===== config.mk =====
export PLATFORM = sky130hd
export DESIGN_NAME = line_break_idle_det
export DESIGN_NICKNAME = d
export VERILOG_FILES = /design/src/rtl/lbi_pkg.sv /design/src/rtl/lbi_frame_len.sv /design/src/rtl/lbi_break_timer.sv /design/src/rtl/lbi_idle_timer.sv /design/src/rtl/line_break_idle_det.sv
export SDC_FILE = /design/constraint.sdc
export NUM_CORES = 1
export LEC_CHECK = 0
export ABC_CLOCK_PERIOD_IN_PS = 8170
export BUFFER_PORTS_ARGS = -buffer_cell sky130_fd_sc_hd__buf_2
export CORE_UTILIZATION = 45
export CTS_BUF_LIST = sky130_fd_sc_hd__clkbuf_4
export DETAILED_ROUTE_END_ITERATION = 10
export GPL_TIMING_DRIVEN = 0
export PLACE_DENSITY_LB_ADDON = 0.25
export SYNTH_ARGS = -nofsm -noshare
export SYNTH_HDL_FRONTEND = slang
export SYNTH_SLANG_ARGS = --single-unit
export TNS_END_PERCENT = 5

===== constraint.sdc =====
create_clock -name clk_i -period 8.17 [get_ports clk_i]
set_input_delay 2.451 -clock clk_i [delete_from_list [all_inputs] [get_ports clk_i]]
set_output_delay 2.451 -clock clk_i [all_outputs]
set_load 0.005 [all_outputs]

===== src/rtl/lbi_pkg.sv =====
package lbi_pkg;
  localparam int unsigned DBITS_W = 4;
  localparam int unsigned STOP_W  = 3;
  localparam int unsigned HALF_W  = 6;  // holds 2 + 2*15 + 2 + 7

  typedef struct packed {
    logic [DBITS_W-1:0] data_bits;
    logic               parity_en;
    logic [STOP_W-1:0]  stop_halves;
  } fmt_t;
endpackage


===== src/rtl/lbi_frame_len.sv =====
module lbi_frame_len
  import lbi_pkg::*;
#(
  parameter int unsigned BP_W  = 12,
  parameter int unsigned LEN_W = BP_W + 5
) (
  input  fmt_t             fmt_i,
  input  logic [BP_W-1:0]  bit_period_i,
  output logic [LEN_W-1:0] frame_len_o
);
  localparam int unsigned PROD_W = BP_W + HALF_W;

  logic [HALF_W-1:0] halves;
  logic [PROD_W-1:0] prod;
  logic [PROD_W-1:0] rounded;

  // frame length in half bits, then ceil(halves*period/2)
  assign halves  = HALF_W'(2) + (HALF_W'(fmt_i.data_bits) << 1)
                 + (HALF_W'(fmt_i.parity_en) << 1) + HALF_W'(fmt_i.stop_halves);
  assign prod    = PROD_W'(halves) * PROD_W'(bit_period_i);
  assign rounded = (prod + PROD_W'(1)) >> 1;
  assign frame_len_o = LEN_W'(rounded);
endmodule


===== src/rtl/lbi_break_timer.sv =====
module lbi_break_timer #(
  parameter int unsigned DUR_W = 16,
  parameter int unsigned LEN_W = 17
) (
  input  logic             clk_i,
  input  logic             rst_ni,
  input  logic             level_i,
  input  logic [LEN_W-1:0] frame_len_i,
  output logic             break_o,
  output logic [DUR_W-1:0] break_len_o
);
  localparam int unsigned CMP_W = (DUR_W > LEN_W) ? DUR_W : LEN_W;

  logic [DUR_W-1:0] low_cnt;
  logic             rise;
  logic             long_enough;

  assign rise        = level_i && (low_cnt != '0);
  assign long_enough = CMP_W'(low_cnt) >= CMP_W'(frame_len_i);

  always_ff @(posedge clk_i or negedge rst_ni) begin
    if (!rst_ni) begin
      low_cnt     <= '0;
      break_o     <= 1'b0;
      break_len_o <= '0;
    end else begin
      break_o <= rise && long_enough;
      if (rise && long_enough) break_len_o <= low_cnt;
      if (level_i)               low_cnt <= '0;
      else if (low_cnt != '1)    low_cnt <= low_cnt + DUR_W'(1);  // saturate
    end
  end
endmodule


===== src/rtl/lbi_idle_timer.sv =====
module lbi_idle_timer #(
  parameter int unsigned LEN_W = 17
) (
  input  logic             clk_i,
  input  logic             rst_ni,
  input  logic             level_i,
  input  logic             frame_end_i,
  input  logic [LEN_W-1:0] frame_len_i,
  output logic             idle_o
);
  logic [LEN_W-1:0] hi_cnt;
  logic [LEN_W-1:0] hi_nxt;

  assign hi_nxt = hi_cnt + LEN_W'(1);

  always_ff @(posedge clk_i or negedge rst_ni) begin
    if (!rst_ni) begin
      hi_cnt <= '0;
      idle_o <= 1'b0;
    end else if (!level_i || frame_end_i) begin
      hi_cnt <= '0;
      idle_o <= 1'b0;
    end else if (hi_nxt >= frame_len_i) begin
      hi_cnt <= '0;   // back-to-back idle periods
      idle_o <= 1'b1;
    end else begin
      hi_cnt <= hi_nxt;
      idle_o <= 1'b0;
    end
  end
endmodule


===== src/rtl/line_break_idle_det.sv =====
module line_break_idle_det
  import lbi_pkg::*;
#(
  parameter int unsigned BP_W  = 12,
  parameter int unsigned DUR_W = 16
) (
  input  logic                clk_i,
  input  logic                rst_ni,
  input  logic                line_i,
  input  logic                invert_i,
  input  logic [DBITS_W-1:0]  data_bits_i,
  input  logic                parity_en_i,
  input  logic [STOP_W-1:0]   stop_halves_i,
  input  logic [BP_W-1:0]     bit_period_i,
  input  logic                frame_end_i,
  output logic                break_o,
  output logic [DUR_W-1:0]    break_len_o,
  output logic                idle_o,
  output logic                rx_restart_o
);
  localparam int unsigned LEN_W = BP_W + 5;

  fmt_t             fmt;
  logic             level;
  logic [LEN_W-1:0] frame_len;

  assign fmt   = '{data_bits: data_bits_i, parity_en: parity_en_i, stop_halves: stop_halves_i};
  assign level = line_i ^ invert_i;

  lbi_frame_len #(.BP_W(BP_W), .LEN_W(LEN_W)) i_len (
    .fmt_i       (fmt),
    .bit_period_i(bit_period_i),
    .frame_len_o (frame_len)
  );

  lbi_break_timer #(.DUR_W(DUR_W), .LEN_W(LEN_W)) i_brk (
    .clk_i      (clk_i),
    .rst_ni     (rst_ni),
    .level_i    (level),
    .frame_len_i(frame_len),
    .break_o    (break_o),
    .break_len_o(break_len_o)
  );

  lbi_idle_timer #(.LEN_W(LEN_W)) i_idle (
    .clk_i      (clk_i),
    .rst_ni     (rst_ni),
    .level_i    (level),
    .frame_end_i(frame_end_i),
    .frame_len_i(frame_len),
    .idle_o     (idle_o)
  );

  assign rx_restart_o = break_o;
endmodule


; Word-level counts from Yosys, hierarchy flattened
; Cells that the tools add are included.
[word_totals]
word_cells = 28
register_bits = 51
input_bits = 25
[classes]
n_eq_ne = 1
n_mux = 6
magnitude_cmp = 2
n_reduce_logical = 6
bitwise = 1
n_addsub = 6
mul = 1
[op_table]
columns = cell, count
row1 = $mux 17, 2
row2 = $mux 16, 2
row3 = $add 18x1->18 const B, 1
row4 = $mul 6x12->18, 1
row5 = $add 17x1->17 const B, 1
row6 = $ge 16x17->1, 1
row7 = $ge 17x17->1, 1
row8 = $add 16x1->16 const B, 1
row9 = $ne 16x16->1 const B, 1
row10 = $reduce_bool 16->1, 1
row11 = $add 2x5->6 const A, 1
row12 = $add 6x2->6, 1
row13 = $add 6x3->6, 1
row14 = $logic_and 1x1->1, 2
row15 = $mux 1, 2
row16 = $reduce_bool 2->1, 1
row17 = $logic_not 1->1, 1
row18 = $logic_or 1x1->1, 1
row19 = $xor 1x1->1, 1

; Logic depth before layout (Yosys ltp)
[depth]
word_depth = 8
mapped_depth = 34
depth_no_buf = 32

; Modules after synthesis
; From an unflattened synthesis, not the netlist that was laid out.
[unflattened]
hier_cells = 683
area_unflattened_um2 = 6040.8
[by_module_without_submodules]
columns = module, seq_area_each_um2, instances, area_each_um2, cells_per_inst
row1 = lbi_frame_len, 0.0, 1, 2503.7, 298
row2 = lbi_break_timer, 825.8, 1, 2179.6, 242
row3 = lbi_idle_timer, 450.4, 1, 1341.3, 141
row4 = line_break_idle_det, 0.0, 1, 16.3, 2

; Worst setup path before layout
; OpenSTA, ideal clock, no wires.
[synth_path]
path_kind = input to register
start = input port stop_halves_i[0]
end = register i_brk.break_len_o[10]
t_required_ns = 8.045
path_slack_ns = -0.711
n_path_buf = 2
arrival_time_ns = 8.756
path_stages = 33
path_cell_list = inv_1 -> ha_1 -> or2_2 -> ha_1 -> a21oi_1 -> nor2_1 -> nor2_1 -> xnor2_1 -> clkbuf_1 -> and2_1 -> fa_1 -> fa_1 -> inv_1 -> fa_1 -> inv_1 -> ha_1 -> o21a_1 -> o31a_4 -> o21ai_0 -> nand2b_1 -> a21o_1 -> a21oi_1 -> xor2_1 -> ha_1 -> nand4_1 -> nor2_1 -> a41oi_1 -> a32o_1 -> a2111oi_0 -> nor2_1 -> a2bb2oi_4 -> buf_12 -> mux2_4
[synth_between]
elab_chain_cells = 5
[synth_lines]
columns = item, line
row1 = start: declaration, line_break_idle_det.sv:13  ; input logic [STOP_W-1:0] stop_halves_i,
row2 = $add 6x3->6, lbi_frame_len.sv:19  ; + (HALF_W'(fmt_i.parity_en) << 1) + HALF_W'(fmt_i.stop_halves);
row3 = $mul 6x12->18, lbi_frame_len.sv:20  ; assign prod = PROD_W'(halves) * PROD_W'(bit_period_i);
row4 = $add 18x1->18, lbi_frame_len.sv:21  ; assign rounded = (prod + PROD_W'(1)) >> 1;
row5 = $ge 16x17->1, lbi_break_timer.sv:19  ; assign long_enough = CMP_W'(low_cnt) >= CMP_W'(frame_len_i);
row6 = $logic_and 1x1->1, lbi_break_timer.sv:28  ; if (rise && long_enough) break_len_o <= low_cnt;
row7 = end signal: assignment, lbi_break_timer.sv:28
row8 = end: declaration, lbi_break_timer.sv:10  ; output logic [DUR_W-1:0] break_len_o
; Every way passes these cells.
; A chain may end at the register's enable or synchronous reset.

; Final worst setup path
[layout_path]
start = input port stop_halves_i[1]
end = register i_brk.break_len_o[9]
; The elaborated chain is that of the path after synthesis.

==> key figures <==
Synthesis
  • Leading post-synthesis cells by cell area: dfrtp_1 23%, fa_1 15%, ha_1 14%, inv_1 4.7%, and2_1 4.2%
  • Synth warn: 0
  • Synth Instances: 600
  • Count of distinct cell types in the synthesized netlist: 64
  • Number of flops mapped to enable cells by yosys: 0
  • Seq/Total Area, Yosys: 22.6%
  • Avg Inst Size Synth: 9.43 µm²
  • Async SR Flop Fraction: 100%
  • Cell taking the most area after synthesis: dfrtp_1
  • Cell area after synthesis: 5660 µm²
  • Most used DFF post-synth: dfrtp_1
  • Syn Nets: around 730
  • Number of synthesized register bits: a little over 50
  • Synth top area share: 22.6%

Worst setup path
  • Startpoint types: input port
  • Crit path required time: 8.45 ns
  • Slowest cell on the critical path: fa_1
  • Kind of critical path: in -> reg
  • Critical path data arrival time: 8.73 ns
  • Crit-path max FO: 5
  • Delay of the slowest cell on the worst path: 0.49 ns
  • Crit end category: flip-flop
  • CP dominant cell by count: ha_4

Power and ir drop
  • Switching Fraction: 47.9%
  • Seq pwr share: approximately an eighth
  • Leakage power: roughly 3.3 nW
  • P_int: 1.22 mW
  • VDD IR max: 0.000201 V
  • Clock share of power: 6.4%
  • Comb power frac: 81.3%
  • Power per Cell Area: 349 nW/µm²
  • Net Switching: 1.12 mW
  • Power consumption: 2.34 mW

Route
  • Routed wire length: between 10,000 and 15,000 µm
  • DR WL/cell: 15.0 µm
  • Router iterations before antenna repair: 4
  • 1st-iter DRT viols: 212
  • DR vias/cell: 5.32
  • Post-route ant nets: 0
  • Via count: 4,467
  • DRC violations left: 0

Flow run
  • Max-cap violations: 0

Die
  • Row Count: 40
  • CORE AREA: 12,100 µm²
  • DIE HEIGHT: 114 µm
  • Die area: 13,000 µm²
  • Initial core utilization: 46.7%
  • Die width: 114 µm
  • I/O pin count: 44

Clocking
  • CTS root buffer: clkbuf_4
  • Clk Latency, worst-skew pair: 0.38 ns
  • CTS tree: built
  • # H-tree levels: 2
  • Total CTS buffers: 5
  • Clock buffer depth: 2
  • Sink Count: 51
  • CTS clk-pin slew, worst paths: 0.15 ns

Global routing
  • First-pass GRT wire length: 21,300 µm
  • Total Routing Usage GR: approximately 20%
  • Largest net degree at the start of global routing: 52
  • Grt ovf: 0
  • Vias in the first global route: between 4,000 and 5,000
  • Initial antenna violation count: 0

Status
  • Status: complete, but fails checks
  • Violations in the final reports: setup timing

Placed design
  • Dpl cells: 811
  • DP Worst Slack: -1.53 ns
  • Cell Area, Placed: 6200 µm²
  • RD Place Congestion: a little under 0.9
  • Port bufs: 43
  • DP HPWL: 9850 µm

Worst hold path
  • Hold Crit Class: reg -> reg

Finish
  • Diode count: 0
  • Fin cells: 839
  • Layout cell share with drive strength beyond 1: 23.7%
  • Cell area after layout: 6720 µm²
  • Synthesis-to-finish area growth: 18.7%
  • Final core utilization: 55.5%
  • Nets: approximately 800

Timing
  • Relative slew slack: 23.0%
  • Final worst setup slack: -0.273 ns
  • Crit share post-route: 103%
  • Worst clock skew: 0.0114 ns
  • Final setup TNS: -5.42 ns
  • Final setup vio count: 34
  • Max Clk Rate: 118 MHz
  • Worst-Margin Slew: between 1 and 1.5 ns
  • Pins Over Slew Limit: 0
  • WHS: roughly 0.52 ns
  • Final hold violations: 0
  • RSZ-0062 raised after global routing: yes
  • Period minus WS final: 8.44 ns
[power groups by stage]
| stage | registers, mW | clock network, mW | logic, mW |
|---|---|---|---|
| after floorplan | 0.294 | 0 | 1.20 |
| after global placement | 0.294 | 0 | 1.50 |
| after detailed placement | 0.295 | 0 | 1.56 |
| after CTS | 0.290 | 0.153 | 1.78 |
| after global routing | 0.294 | 0.161 | 2.11 |
| final | 0.291 | 0.149 | 1.91 |
[cell usage in the layout (no fill, tap or decap), types with 13 or more instances in the layout]
cell	synthesis	layout
inv_1	71	67
nand2_1	53	52
ha_1	63	51
dfrtp_1	51	51
fa_1	41	41
buf_2	0	41
and2_1	38	36
nor2_1	37	34
buf_4	4	21
xnor2_1	25	20
xor2_1	21	18
nand3_1	17	17
and3_1	14	13
nand4_1	13	13
nor2b_1	13	13
[state kept, by name, summed over array words and instances, names as in the netlist]
register / count
i_brk.break_len_o: 16
i_brk.low_cnt: 16
i_idle.hi_cnt: 17
i_idle.idle_o: 1
i_brk.break_o: 1
[logic make-up (layout without fill, tap and decap cells)]
group                      count (synthesis)  count (layout)  share of synthesized area, %
AOI/OAI and AO/OA                         87              87                          12.2
xor gates and xnor gates                  47              47                          7.52
adders and majority gates                105             105                          28.6
buffers and inverters                     86             157                          6.39
DFF                                       51              51                          22.6
muxes                                     16              16                          3.69
and+or+nand+nor                          208             208                          19.1
[cell usage after synthesis, types with 5 or more instances]
library cell and n:
dfrtp_1 51, mux2_2 7, clkbuf_1 9, ha_1 63, o21a_1 5, nand2_1 53, o21ai_0 13, a21o_1 8
inv_1 71, nor2_1 37, xor2_1 21, and3_1 14, nor2b_1 13, nor4_1 5, a21oi_1 19, nand4_1 13
xnor2_1 25, and2_1 38, mux2_4 8, fa_1 41, nand3_1 17
[what timing repair did]
item                                    CTS  global route
endpoints found under the setup margin   35            35
cloned                                    1             0
pin swaps                                34            20
hold buffers                              0             0
gates resized for setup                  39            22
buffers inserted                         15             4
[routing by layer]
metal | global-route usage [%] | share of wire (%) | vias to the layer above | wire length, µm
met4 | 3.81 | 1.2 | 0 | 152
met2 | 34.0 | 49 | 59 | 6160
met5 | 0 | 0 | - | 0
li1 | - | - | 2163 | -
met3 | 2.06 | 2.4 | 13 | 306
met1 | 28.5 | 48 | 2232 | 6000
[final timing paths]
path	endpoint	slack, ns	depth (start not counted)	start
min in group asynchronous	i_idle.idle_o$_DFF_PN0_	2.28	1	rst_ni
max in group asynchronous	i_brk.low_cnt[15]$_DFFE_PN0P_	5.18	1	rst_ni
max	i_brk.break_len_o[9]$_DFFE_PN0P_	-0.27	33	stop_halves_i[1]
max reg2reg	i_idle.hi_cnt[9]$_DFF_PN0_	4.57	14	i_idle.hi_cnt[0]$_DFF_PN0_
min reg2reg	i_brk.break_len_o[1]$_DFFE_PN0P_	0.52	1	i_brk.break_len_o[1]$_DFFE_PN0P_
min	i_brk.break_len_o[1]$_DFFE_PN0P_	0.52	1	i_brk.break_len_o[1]$_DFFE_PN0P_
[final cells by class]
type,count,area [µm²]
multi-input cells,463,4330
clock inverters,3,43.8
clock buffers,5,37.5
fillers,1116,5400
repair buffers,63,425
inverters,71,272
well taps,168,210
flip-flops and latches,51,1280
plain buffers,15,125
[critical path, delay by kind of cell]
kind / cells / cell delay, ns
adders and majority gates: 7 / 2.22
AOI/OAI and AO/OA: 9 / 1.43
and+or+nand+nor: 8 / 1.30
buffers and inverters: 6 / 0.67
xor gates and xnor gates: 2 / 0.34
muxes: 1 / 0.29
No activity file was read; power rests on OpenSTA's default activity.
